[src/rtl/rps_pkg.sv]
package rps_pkg;

  typedef enum logic [2:0] {
    ST_IDLE,
    ST_LV_UP,
    ST_HV_UP,
    ST_ARM,
    ST_RING,
    ST_SHUT_MASK,
    ST_HV_DROP,
    ST_FAULT
  } seq_state_t;

  typedef struct packed {
    logic lv;
    logic hv;
    logic mask;
    logic ring;
    logic to;
  } seq_out_t;

  // Output levels for each state; outputs are registered from this.
  function automatic seq_out_t decode_outputs(input seq_state_t s);
    seq_out_t o;
    o = '{lv: 1'b0, hv: 1'b0, mask: 1'b1, ring: 1'b0, to: 1'b0};
    case (s)
      ST_LV_UP:     o.lv = 1'b1;
      ST_HV_UP:     begin o.lv = 1'b1; o.hv = 1'b1; end
      ST_ARM:       begin o.lv = 1'b1; o.hv = 1'b1; o.mask = 1'b0; end
      ST_RING:      begin o.lv = 1'b1; o.hv = 1'b1; o.mask = 1'b0; o.ring = 1'b1; end
      ST_SHUT_MASK: begin o.lv = 1'b1; o.hv = 1'b1; end
      ST_HV_DROP:   o.lv = 1'b1;
      ST_FAULT:     o.to = 1'b1;
      default:      o = '{lv: 1'b0, hv: 1'b0, mask: 1'b1, ring: 1'b0, to: 1'b0};
    endcase
    return o;
  endfunction

  // True on the tick that completes a window of 'limit' ticks.
  function automatic logic window_done(input logic [31:0] count,
                                       input logic        tick,
                                       input logic [31:0] limit);
    return tick && (count == limit - 32'd1);
  endfunction

endpackage

[src/rtl/rps_hook_sync.sv]
module rps_hook_sync #(
  parameter int STAGES    = 2,
  parameter bit RESET_VAL = 1'b1
) (
  input  logic clk,
  input  logic rst_n,
  input  logic d_async,
  output logic q_sync
);
  logic [STAGES-1:0] chain;

  genvar g;
  generate
    for (g = 0; g < STAGES; g++) begin : g_stage
      if (g == 0) begin : g_first
        always_ff @(posedge clk or negedge rst_n)
          if (!rst_n) chain[g] <= RESET_VAL;
          else        chain[g] <= d_async;
      end else begin : g_rest
        always_ff @(posedge clk or negedge rst_n)
          if (!rst_n) chain[g] <= RESET_VAL;
          else        chain[g] <= chain[g-1];
      end
    end
  endgenerate

  assign q_sync = chain[STAGES-1];
endmodule

[src/rtl/rps_tick_timer.sv]
module rps_tick_timer #(
  parameter int CNT_W = 4
) (
  input  logic             clk,
  input  logic             rst_n,
  input  logic             clr,
  input  logic             tick,
  output logic [CNT_W-1:0] count
);
  localparam logic [CNT_W-1:0] CNT_MAX = '1;

  always_ff @(posedge clk or negedge rst_n) begin
    if (!rst_n)                        count <= '0;
    else if (clr)                      count <= '0;
    else if (tick && count != CNT_MAX) count <= count + 1'b1;
  end
endmodule

[src/rtl/rps_seq_fsm.sv]
module rps_seq_fsm
  import rps_pkg::*;
#(
  parameter int LV_SETTLE_TICKS = 3,
  parameter int TIMEOUT_TICKS   = 16,
  parameter int CNT_W           = 5
) (
  input  logic             clk,
  input  logic             rst_n,
  input  logic             ring_req,
  input  logic             hook_s,
  input  logic             pgood,
  input  logic             tick,
  input  logic [CNT_W-1:0] count,
  output logic             timer_clr,
  output seq_state_t       state_q,
  output seq_out_t         out_q,
  output logic             ev_pgood_seen,
  output logic             ev_timeout,
  output logic             ev_hook_cut
);
  seq_state_t state_d;
  logic       abort;
  logic       settle_done;
  logic       wait_expired;

  assign abort        = hook_s || !ring_req;
  assign settle_done  = window_done(32'(count), tick, 32'(LV_SETTLE_TICKS));
  assign wait_expired = window_done(32'(count), tick, 32'(TIMEOUT_TICKS));

  always_comb begin
    state_d = state_q;
    case (state_q)
      ST_IDLE:      if (ring_req && !hook_s) state_d = ST_LV_UP;
      ST_LV_UP:     if (abort)             state_d = ST_HV_DROP;
                    else if (settle_done)  state_d = ST_HV_UP;
      ST_HV_UP:     if (abort)             state_d = ST_SHUT_MASK;
                    else if (pgood)        state_d = ST_ARM;
                    else if (wait_expired) state_d = ST_FAULT;
      ST_ARM:       state_d = abort ? ST_SHUT_MASK : ST_RING;
      ST_RING:      if (abort)             state_d = ST_SHUT_MASK;
      ST_SHUT_MASK: state_d = ST_HV_DROP;
      ST_HV_DROP:   state_d = ST_IDLE;
      ST_FAULT:     if (!ring_req)         state_d = ST_IDLE;
      default:      state_d = ST_IDLE;
    endcase
  end

  assign timer_clr = (state_d != state_q);

  always_ff @(posedge clk or negedge rst_n) begin
    if (!rst_n) begin
      state_q <= ST_IDLE;
      out_q   <= decode_outputs(ST_IDLE);
    end else begin
      state_q <= state_d;
      out_q   <= decode_outputs(state_d);
    end
  end

  assign ev_pgood_seen = (state_q == ST_HV_UP) && pgood && !abort;
  assign ev_timeout    = (state_q == ST_HV_UP) && (state_d == ST_FAULT);
  assign ev_hook_cut   = (state_q == ST_RING) && hook_s;
endmodule

[src/rtl/ring_pwr_seq.sv]
module ring_pwr_seq
  import rps_pkg::*;
#(
  parameter int LV_SETTLE_TICKS = 3,
  parameter int TIMEOUT_TICKS   = 16,
  parameter int SYNC_STAGES     = 2
) (
  input  logic clk,
  input  logic rst_n,
  input  logic ring_req,
  input  logic hook_off_raw,
  input  logic pgood,
  input  logic tick,
  output logic lv_en,
  output logic hv_en,
  output logic cmp_mask,
  output logic ring_gate,
  output logic timeout_flag
);
  localparam int MAX_WIN = (LV_SETTLE_TICKS > TIMEOUT_TICKS) ? LV_SETTLE_TICKS : TIMEOUT_TICKS;
  localparam int CNT_W   = $clog2(MAX_WIN + 1);

  logic             hook_s;
  logic             timer_clr;
  logic [CNT_W-1:0] count;
  seq_state_t       state_q;
  seq_out_t         out_q;
  logic             ev_pgood_seen;
  logic             ev_timeout;
  logic             ev_hook_cut;

  rps_hook_sync #(.STAGES(SYNC_STAGES), .RESET_VAL(1'b1)) u_sync (
    .clk(clk), .rst_n(rst_n), .d_async(hook_off_raw), .q_sync(hook_s)
  );

  rps_tick_timer #(.CNT_W(CNT_W)) u_timer (
    .clk(clk), .rst_n(rst_n), .clr(timer_clr), .tick(tick), .count(count)
  );

  rps_seq_fsm #(
    .LV_SETTLE_TICKS(LV_SETTLE_TICKS),
    .TIMEOUT_TICKS(TIMEOUT_TICKS),
    .CNT_W(CNT_W)
  ) u_fsm (
    .clk(clk), .rst_n(rst_n), .ring_req(ring_req), .hook_s(hook_s),
    .pgood(pgood), .tick(tick), .count(count), .timer_clr(timer_clr),
    .state_q(state_q), .out_q(out_q), .ev_pgood_seen(ev_pgood_seen),
    .ev_timeout(ev_timeout), .ev_hook_cut(ev_hook_cut)
  );

  assign lv_en        = out_q.lv;
  assign hv_en        = out_q.hv;
  assign cmp_mask     = out_q.mask;
  assign timeout_flag = out_q.to;
  // Gate closes as soon as the synchronized hook level arrives.
  assign ring_gate    = out_q.ring & ~hook_s;
endmodule

[config.mk]
export PLATFORM = sky130hd
export DESIGN_NAME = ring_pwr_seq
export DESIGN_NICKNAME = d
export VERILOG_FILES = /design/src/rtl/rps_pkg.sv /design/src/rtl/rps_hook_sync.sv /design/src/rtl/rps_tick_timer.sv /design/src/rtl/rps_seq_fsm.sv /design/src/rtl/ring_pwr_seq.sv
export SDC_FILE = /design/constraint.sdc
export NUM_CORES = 1
export LEC_CHECK = 0
export ABC_AREA = 1
export BUFFER_PORTS_ARGS = -buffer_cell sky130_fd_sc_hd__buf_2
export CAP_MARGIN = 25
export CORE_ASPECT_RATIO = 1.2
export CORE_MARGIN = 2
export CORE_UTILIZATION = 35
export CTS_CLUSTER_SIZE = 10
export DETAILED_ROUTE_END_ITERATION = 8
export SLEW_MARGIN = 5
export SYNTH_ARGS = -nofsm -noshare
export SYNTH_HDL_FRONTEND = slang
export SYNTH_SLANG_ARGS = --single-unit
[constraint.sdc]
create_clock -name clk -period 2 [get_ports clk]
set_input_delay 0.1 -clock clk [delete_from_list [all_inputs] [get_ports clk]]
set_output_delay 0.1 -clock clk [all_outputs]
set_load 0.01 [all_outputs]
## Word-level counts from Yosys, hierarchy flattened

Cells that the tools add are included.
W data, S select, Z words.

| storage, ports and cells | value |
|---|---|
| register bits | 15 |
| input port bits | 6 |
| word-level logic and storage cells | 59 |

| cells by class | value |
|---|---|
| $add $sub $neg | 1 |
| eq/ne operators | 18 |
| multiplexer cells | 17 |
| bitwise operators | 2 |
| reductions and logical operators | 12 |

Operators with widths:

| cell | count |
|---|---|
| $eq A3 B3 Y1 const B | 8 |
| $mux W3 | 8 |
| $pmux W3 S8 | 1 |
| $eq A3 B2 Y1 const B | 4 |
| $mux W5 | 2 |
| $eq A3 B1 Y1 const B | 2 |
| $mux W1 | 6 |
| $reduce_or A6 Y1 | 1 |
| $add A5 B1 Y5 const B | 1 |
| $eq A5 B2 Y1 const B | 1 |
| $eq A5 B4 Y1 const B | 1 |
| $ne A5 B5 Y1 const B | 1 |
| $logic_and A1 B1 Y1 | 4 |
| $reduce_or A4 Y1 | 1 |
| $logic_not A3 Y1 | 1 |
| $ne A3 B3 Y1 | 1 |
| $logic_not A1 Y1 | 2 |
| $reduce_bool A2 Y1 | 1 |
| $reduce_or A2 Y1 | 1 |
| $and A1 B1 Y1 | 1 |
| $logic_or A1 B1 Y1 | 1 |
| $not A1 Y1 | 1 |

## Logic depth before layout (Yosys ltp)

| depth | value |
|---|---|
| depth in word-level cells | 9 |
| depth in mapped cells | 13 |
| gate-level depth less buffers | 13 |

## Hierarchy

From an unflattened synthesis, not the netlist that was laid out.

| unflattened totals | value |
|---|---|
| cells, all modules | 121 |
| area, all modules | 923.4 sq um |

By module, submodules not included:

| module | instances | cells an instance | area an instance (sq um) | sequential area each (sq um) |
|---|---|---|---|---|
| rps_seq_fsm | 1 | 82 | 594.3 | 201.4 |
| rps_tick_timer | 1 | 35 | 266.5 | 125.1 |
| rps_hook_sync | 1 | 2 | 52.6 | 52.6 |
| ring_pwr_seq | 1 | 2 | 10.0 | 0.0 |

## Worst setup path after synthesis

OpenSTA, ideal clock, no wires.

| path | value |
|---|---|
| path type | flip-flop to flip-flop |
| start point | reg u_timer.count[0] |
| end point | reg u_timer.count[1] |
| library setup time | 121 ps |
| data arrival time | 1,610 ps |
| required time | 1,879 ps |
| path slack | 269 ps |
| cell stages (with the launch flop) | 14 |
| cell sequence | dfrtp_1 -> ha_1 -> and3_1 -> ha_1 -> nand2_1 -> nand2_1 -> nand3_1 -> nand3_1 -> nor2_2 -> nand2_4 -> nand2_1 -> nand2_1 -> nand2_2 -> nor2_1 |

| on the way | value |
|---|---|
| cells in the longest elaborated chain, start to end | 8 |
| elaborated cells between the ends (all ways) | 17 |

Ends and longest elaborated chain:

| item | RTL line | source |
|---|---|---|
| start: declaration | rps_tick_timer.sv:8 | `output logic [CNT_W-1:0] count` |
| start signal: assignment | rps_tick_timer.sv:15 | `else if (tick && count != CNT_MAX) count <= count + 1'b1;` |
| $eq A5 B4 Y1 | rps_pkg.sv:43 | `return tick && (count == limit - 32'd1);` |
| $logic_and A1 B1 Y1 | rps_pkg.sv:43 |  |
| $mux W3 | rps_seq_fsm.sv:39 | `else if (wait_expired) state_d = ST_FAULT;` |
| $mux W3 | rps_seq_fsm.sv:38 | `else if (pgood) state_d = ST_ARM;` |
| $mux W3 | rps_seq_fsm.sv:37 | `ST_HV_UP: if (abort) state_d = ST_SHUT_MASK;` |
| $pmux W3 S8 (*) | rps_seq_fsm.sv:33 | `case (state_q)` |
| via u_fsm.state_d[0] | rps_seq_fsm.sv:22 | `seq_state_t state_d;` |
| $ne A3 B3 Y1 (*) | rps_seq_fsm.sv:49 | `assign timer_clr = (state_d != state_q);` |
| $mux W5 or $reduce_bool A2 Y1 (tied branches) | n/a |  |

The timed path passes the listed nets; every way through them passes the cells marked *. The select of a mux whose other input is x is not followed.
A chain may end at the register's enable or synchronous reset.

## Final worst setup path

| path | value |
|---|---|
| start point | reg u_timer.count[1] |
| end point | reg, netlist name u_fsm.out_q[2] |

| on the way | value |
|---|---|
| cells in the longest elaborated chain, start to end | 9 |
| elaborated cells between the ends (all ways) | 14 |

Ends and longest elaborated chain:

| item | RTL line | source |
|---|---|---|
| $eq A5 B4 Y1 | rps_pkg.sv:43 |  |
| $logic_and A1 B1 Y1 | rps_pkg.sv:43 |  |
| $mux W3 | rps_seq_fsm.sv:39 |  |
| $mux W3 | rps_seq_fsm.sv:38 |  |
| $mux W3 | rps_seq_fsm.sv:37 |  |
| $pmux W3 S8 (*) | rps_seq_fsm.sv:33 |  |
| via u_fsm.state_d[0] | rps_seq_fsm.sv:22 |  |
| $eq A3 B2 Y1 or $eq A3 B3 Y1 (tied branches) | rps_pkg.sv:26 | `case (s)` |
| $reduce_or A2 Y1 (no source line) (*) | n/a |  |
| $mux W1 (*) | rps_pkg.sv:26 |  |

The timed path passes the listed nets; every way through them passes the cells marked *.

==> flow_summary_export.csv <==
group,metric,value,unit
critical_path,worst-path-max-fanout,6,
critical_path,worst_path_largest_cell_delay,0.41,ns
yosys,seq_area_frac_synth,45.22,%
cells_and_area,nets,137,
place,port-buffer-count,10,
timing,min_period_over_period,92.66,%
clocking,cts_sinks,15,
critical_path,internal_reg_to_reg_setup_slack,0.15,ns
timing,max_slew_margin_vs_limit,79.14,%
global_routing,overflow,0,
global_routing,antenna_found_initial,0,
clocking,cts_buffer_depth,2,
critical_path,worstSetupStartpointType,"register",
place,finalWeightedCongestion,0.7404,
global_routing,first_global_vias,714,
critical_path,worstPathBufferInverterCount,1,
timing,report.final.slew_viol_count,0,
timing,max_freq,539.6,MHz
timing,final-hold-violation-count,0,
yosys,synth_nets,115,
clocking,clkTransAtPathRegs,0.09,ns
yosys,ys_types,19,
routing,drt_pass1_iterations,4,
power_and_ir_drop,ir_worst_vdd,0.7496,mV
critical_path,cp_top_family,"simple AND/OR/NAND/NOR gates",
routing,drt-vias-per-instance,4.561,
power_and_ir_drop,power.share.switching,45.98,%
global_routing,grt_usage,12.44,%
power_and_ir_drop,pwr-share-clk,11.4,%
timing,setup_viol,0,
critical_path,critical-path-slowest-cell,"dfrtp_1",
outcome,outcome,"completed",
clocking,clk_latency,0.28,ns
cells_and_area,synthToLayoutAreaGrowth,24.63,%
power_and_ir_drop,power.leakage,0.5491,nW
power_and_ir_drop,power.switching,685.2,uW
routing,via_count,716,
place,dp_cells,147,
global_routing,grt_max_degree,16,
routing,drt-wirelength-per-cell,10.18,um
yosys,syn_area_per_cell,7.984,um2
clocking,tritoncts.num_buffers,3,
timing,clock-skew-final,0.0007602,ns
critical_path,cp_data_arrival_time,2.07,ns
critical_path,worst_r2r_startpoint,"u_timer.count[1]",
timing,timing_worst_slew_pin_value,0.3129,ns
critical_path,endpoint_kind,"register",
place,detailedPlacementHpwl,1207,um
floorplan,floorplan.io_pins,11,
critical_path,rr_endpoint,"u_fsm.out_q[2]",
cells_and_area,stdcell_count,157,
cells_and_area,final_layout_size_suffix_gt1_share,32.54,%
place,pre_cts_ws,0.08894,ns
clocking,root_buffer,"clkbuf_4",
floorplan,coreArea,2282,um2
clocking,tritoncts,"done",
power_and_ir_drop,pwr-share-comb,54.7,%
critical_path,critPathRequiredTime,2.22,ns
cells_and_area,final_core_util,45.78,%
yosys,synthesis.yosys.warnings,0,
critical_path,worst_r2r_path_depth,13,
yosys,synth_cells,105,
floorplan,die_h,57.61,um
yosys,syn-cell-area,838.3,um2
global_routing,grt_pass1_wl,2691,um
routing,totalWireLength,1599,um
floorplan,fp.dieArea,2804,um2
cells_and_area,antenna_cell_count,0,
clocking,htree_num_levels,1,
yosys,ys_ff_latch,15,
power_and_ir_drop,p_int,805.1,uW
power_and_ir_drop,total_design_power,1.490,mW
routing,first_iter_violations,7,
routing,drc_errors,0,
routing,final_antenna_net_count,0,
floorplan,dieWidth,48.68,um
cells_and_area,fillerInstances,237,
critical_path,worstPathCellList,"ha_2 > and3_4 > ha_1 > nand2_2 > nand2_2 > nand3_2 > nand3_2 > nor2_4 > nand2_4 > buf_4 > nand2_1 > nor2_1 > nor2_1",
power_and_ir_drop,p_seq_share,33.9,%
timing,setup_slack,0.1467,ns
timing,timing.final.crit_period,1.853,ns
critical_path,crit_type,"register to register",
run,cap_violations,0,
floorplan,floorplan.initialDensity,36.73,%
floorplan,num_rows,19,
power_and_ir_drop,power.density,1426,nW/um2
min_path,timing.hold.worst.class,"input pin to async pin",
==> cells in the final DEF, fill, tap and decap left out <==
| cell | n |
|---|---|
| dfrtp_1 | 12 |
| dlygate4sd3_1 | 2 |
| buf_2 | 10 |
| nor2_1 | 16 |
| nand3_2 | 2 |
| and3_4 | 1 |
| nand3_1 | 9 |
| inv_2 | 4 |
| nand2_1 | 21 |
| clkbuf_4 | 3 |
| o21ai_0 | 2 |
| ha_1 | 3 |
| a21oi_1 | 3 |
| clkinvlp_4 | 1 |
| nand2_4 | 1 |
| nor2_4 | 1 |
| inv_1 | 10 |
| nor3_2 | 2 |
| nand3b_1 | 1 |
| a21oi_2 | 1 |
| xor2_1 | 4 |
| nand4_1 | 2 |
| ha_2 | 1 |
| buf_4 | 5 |
| dfstp_2 | 3 |
| nand2_2 | 6 |
==> how the worst max path moves through the flow <==
stage                                 from          endpoint  slack, ns  cells after the start
after floorplan           u_timer.count[0]  u_timer.count[1]       0.27                     13
after global placement    u_timer.count[0]  u_timer.count[2]       0.12                     13
after detailed placement  u_timer.count[0]  u_timer.count[1]       0.09                     13
after CTS                 u_timer.count[0]  u_timer.count[4]       0.08                     13
after global routing      u_timer.count[1]  u_timer.count[4]      -0.01                     13
final                     u_timer.count[1]    u_fsm.out_q[2]       0.15                     13
==> layer usage <==
| metal | up-vias | track usage (%) | wire (um) |
|---|---|---|---|
| li1 | 374 | - | - |
| met1 | 326 | 12.44 | 665 |
| met2 | 14 | 24.66 | 873 |
| met3 | 2 | 1.289 | 49 |
| met4 | 0 | 7.347 | 10 |
| met5 | - | 0 | 0 |
==> cell families after synthesis <==
kind of cell    after synthesis  share of synthesized area (%)
compound gates                6                          4.030
simple gates                 62                          34.33
xor+xnor                      4                          4.179
buf+inv                      14                          6.269
fa+ha+maj                     4                          5.970
flops                        15                          45.22
==> synth_stat cells, drive strengths merged <==
cell	instances	area share [%]
nand2	28	14
nor3	2	2.4
nor2	17	7.9
inv	14	6.3
and3	1	0.75
dfrtp	12	36
nand3b	1	0.90
nand3	11	6.6
nand4	2	1.5
o21ai	2	1.2
dfstp	3	9.4
ha	4	6.0
a21oi	4	2.8
xor2	4	4.2
==> power by group through the flow <==
| stage | Sequential [mW] | Combinational (mW) | Clock, mW |
|---|---|---|---|
| 3_3_place_gp | 0.506 | 0.705 | 0 |
| 2_1_floorplan | 0.512 | 0.542 | 0 |
| 3_5_place_dp | 0.512 | 0.720 | 0 |
| 4_1_cts | 0.505 | 0.728 | 0.179 |
| 5_1_grt | 0.523 | 0.925 | 0.188 |
| 6_report | 0.505 | 0.816 | 0.170 |
==> state kept, by name (all words and copies together), names as in the netlist <==
name,cells
u_fsm.out_q,5
u_timer.count,5
u_fsm.state_q,3
u_sync.chain,1
u_sync.q_sync,1
==> area by class of cell <==
cell class	count	area, um2	area share (%)
Multi-Input combinational cell	76	436.7	41.80
Sequential cell	15	379.1	36.29
Timing Repair Buffer	17	107.6	10.30
Inverter	14	52.55	5.030
Tap cell	31	38.79	3.713
Clock buffer	3	22.52	2.156
Clock inverter	1	7.507	0.7186
==> worst register-to-register path, cell delays in order (launching register included) <==
cell	delay [ns]
dfrtp_1	0.41
ha_2	0.20
and3_4	0.18
ha_1	0.18
nand2_2	0.08
nand2_2	0.05
nand3_2	0.06
nand3_2	0.08
nor2_4	0.15
nand2_4	0.09
buf_4	0.14
nand2_1	0.05
nor2_1	0.04
nor2_1	0.11
==> stage by stage <==
step	TNS (ns)	hold WS, ns	area [um2]
floorplan	0	-0.1956	838.3
finish	0	0.2370	1045
detailed placement	0	0.009702	934.6
global route	-0.03361	0.2659	1045
CTS	0	0.2315	984.7
global placement	0	0.009686	934.6
==> repair_timing <==
| action | CTS | global route |
|---|---|---|
| buffers inserted | 0 | 4 |
| gates resized for setup | 0 | 8 |
| endpoints found under the hold margin | 16 | 0 |
| setup endpoints to repair | 0 | 7 |
| hold buffers | 2 | 0 |
(Power assumes the default switching activity.)
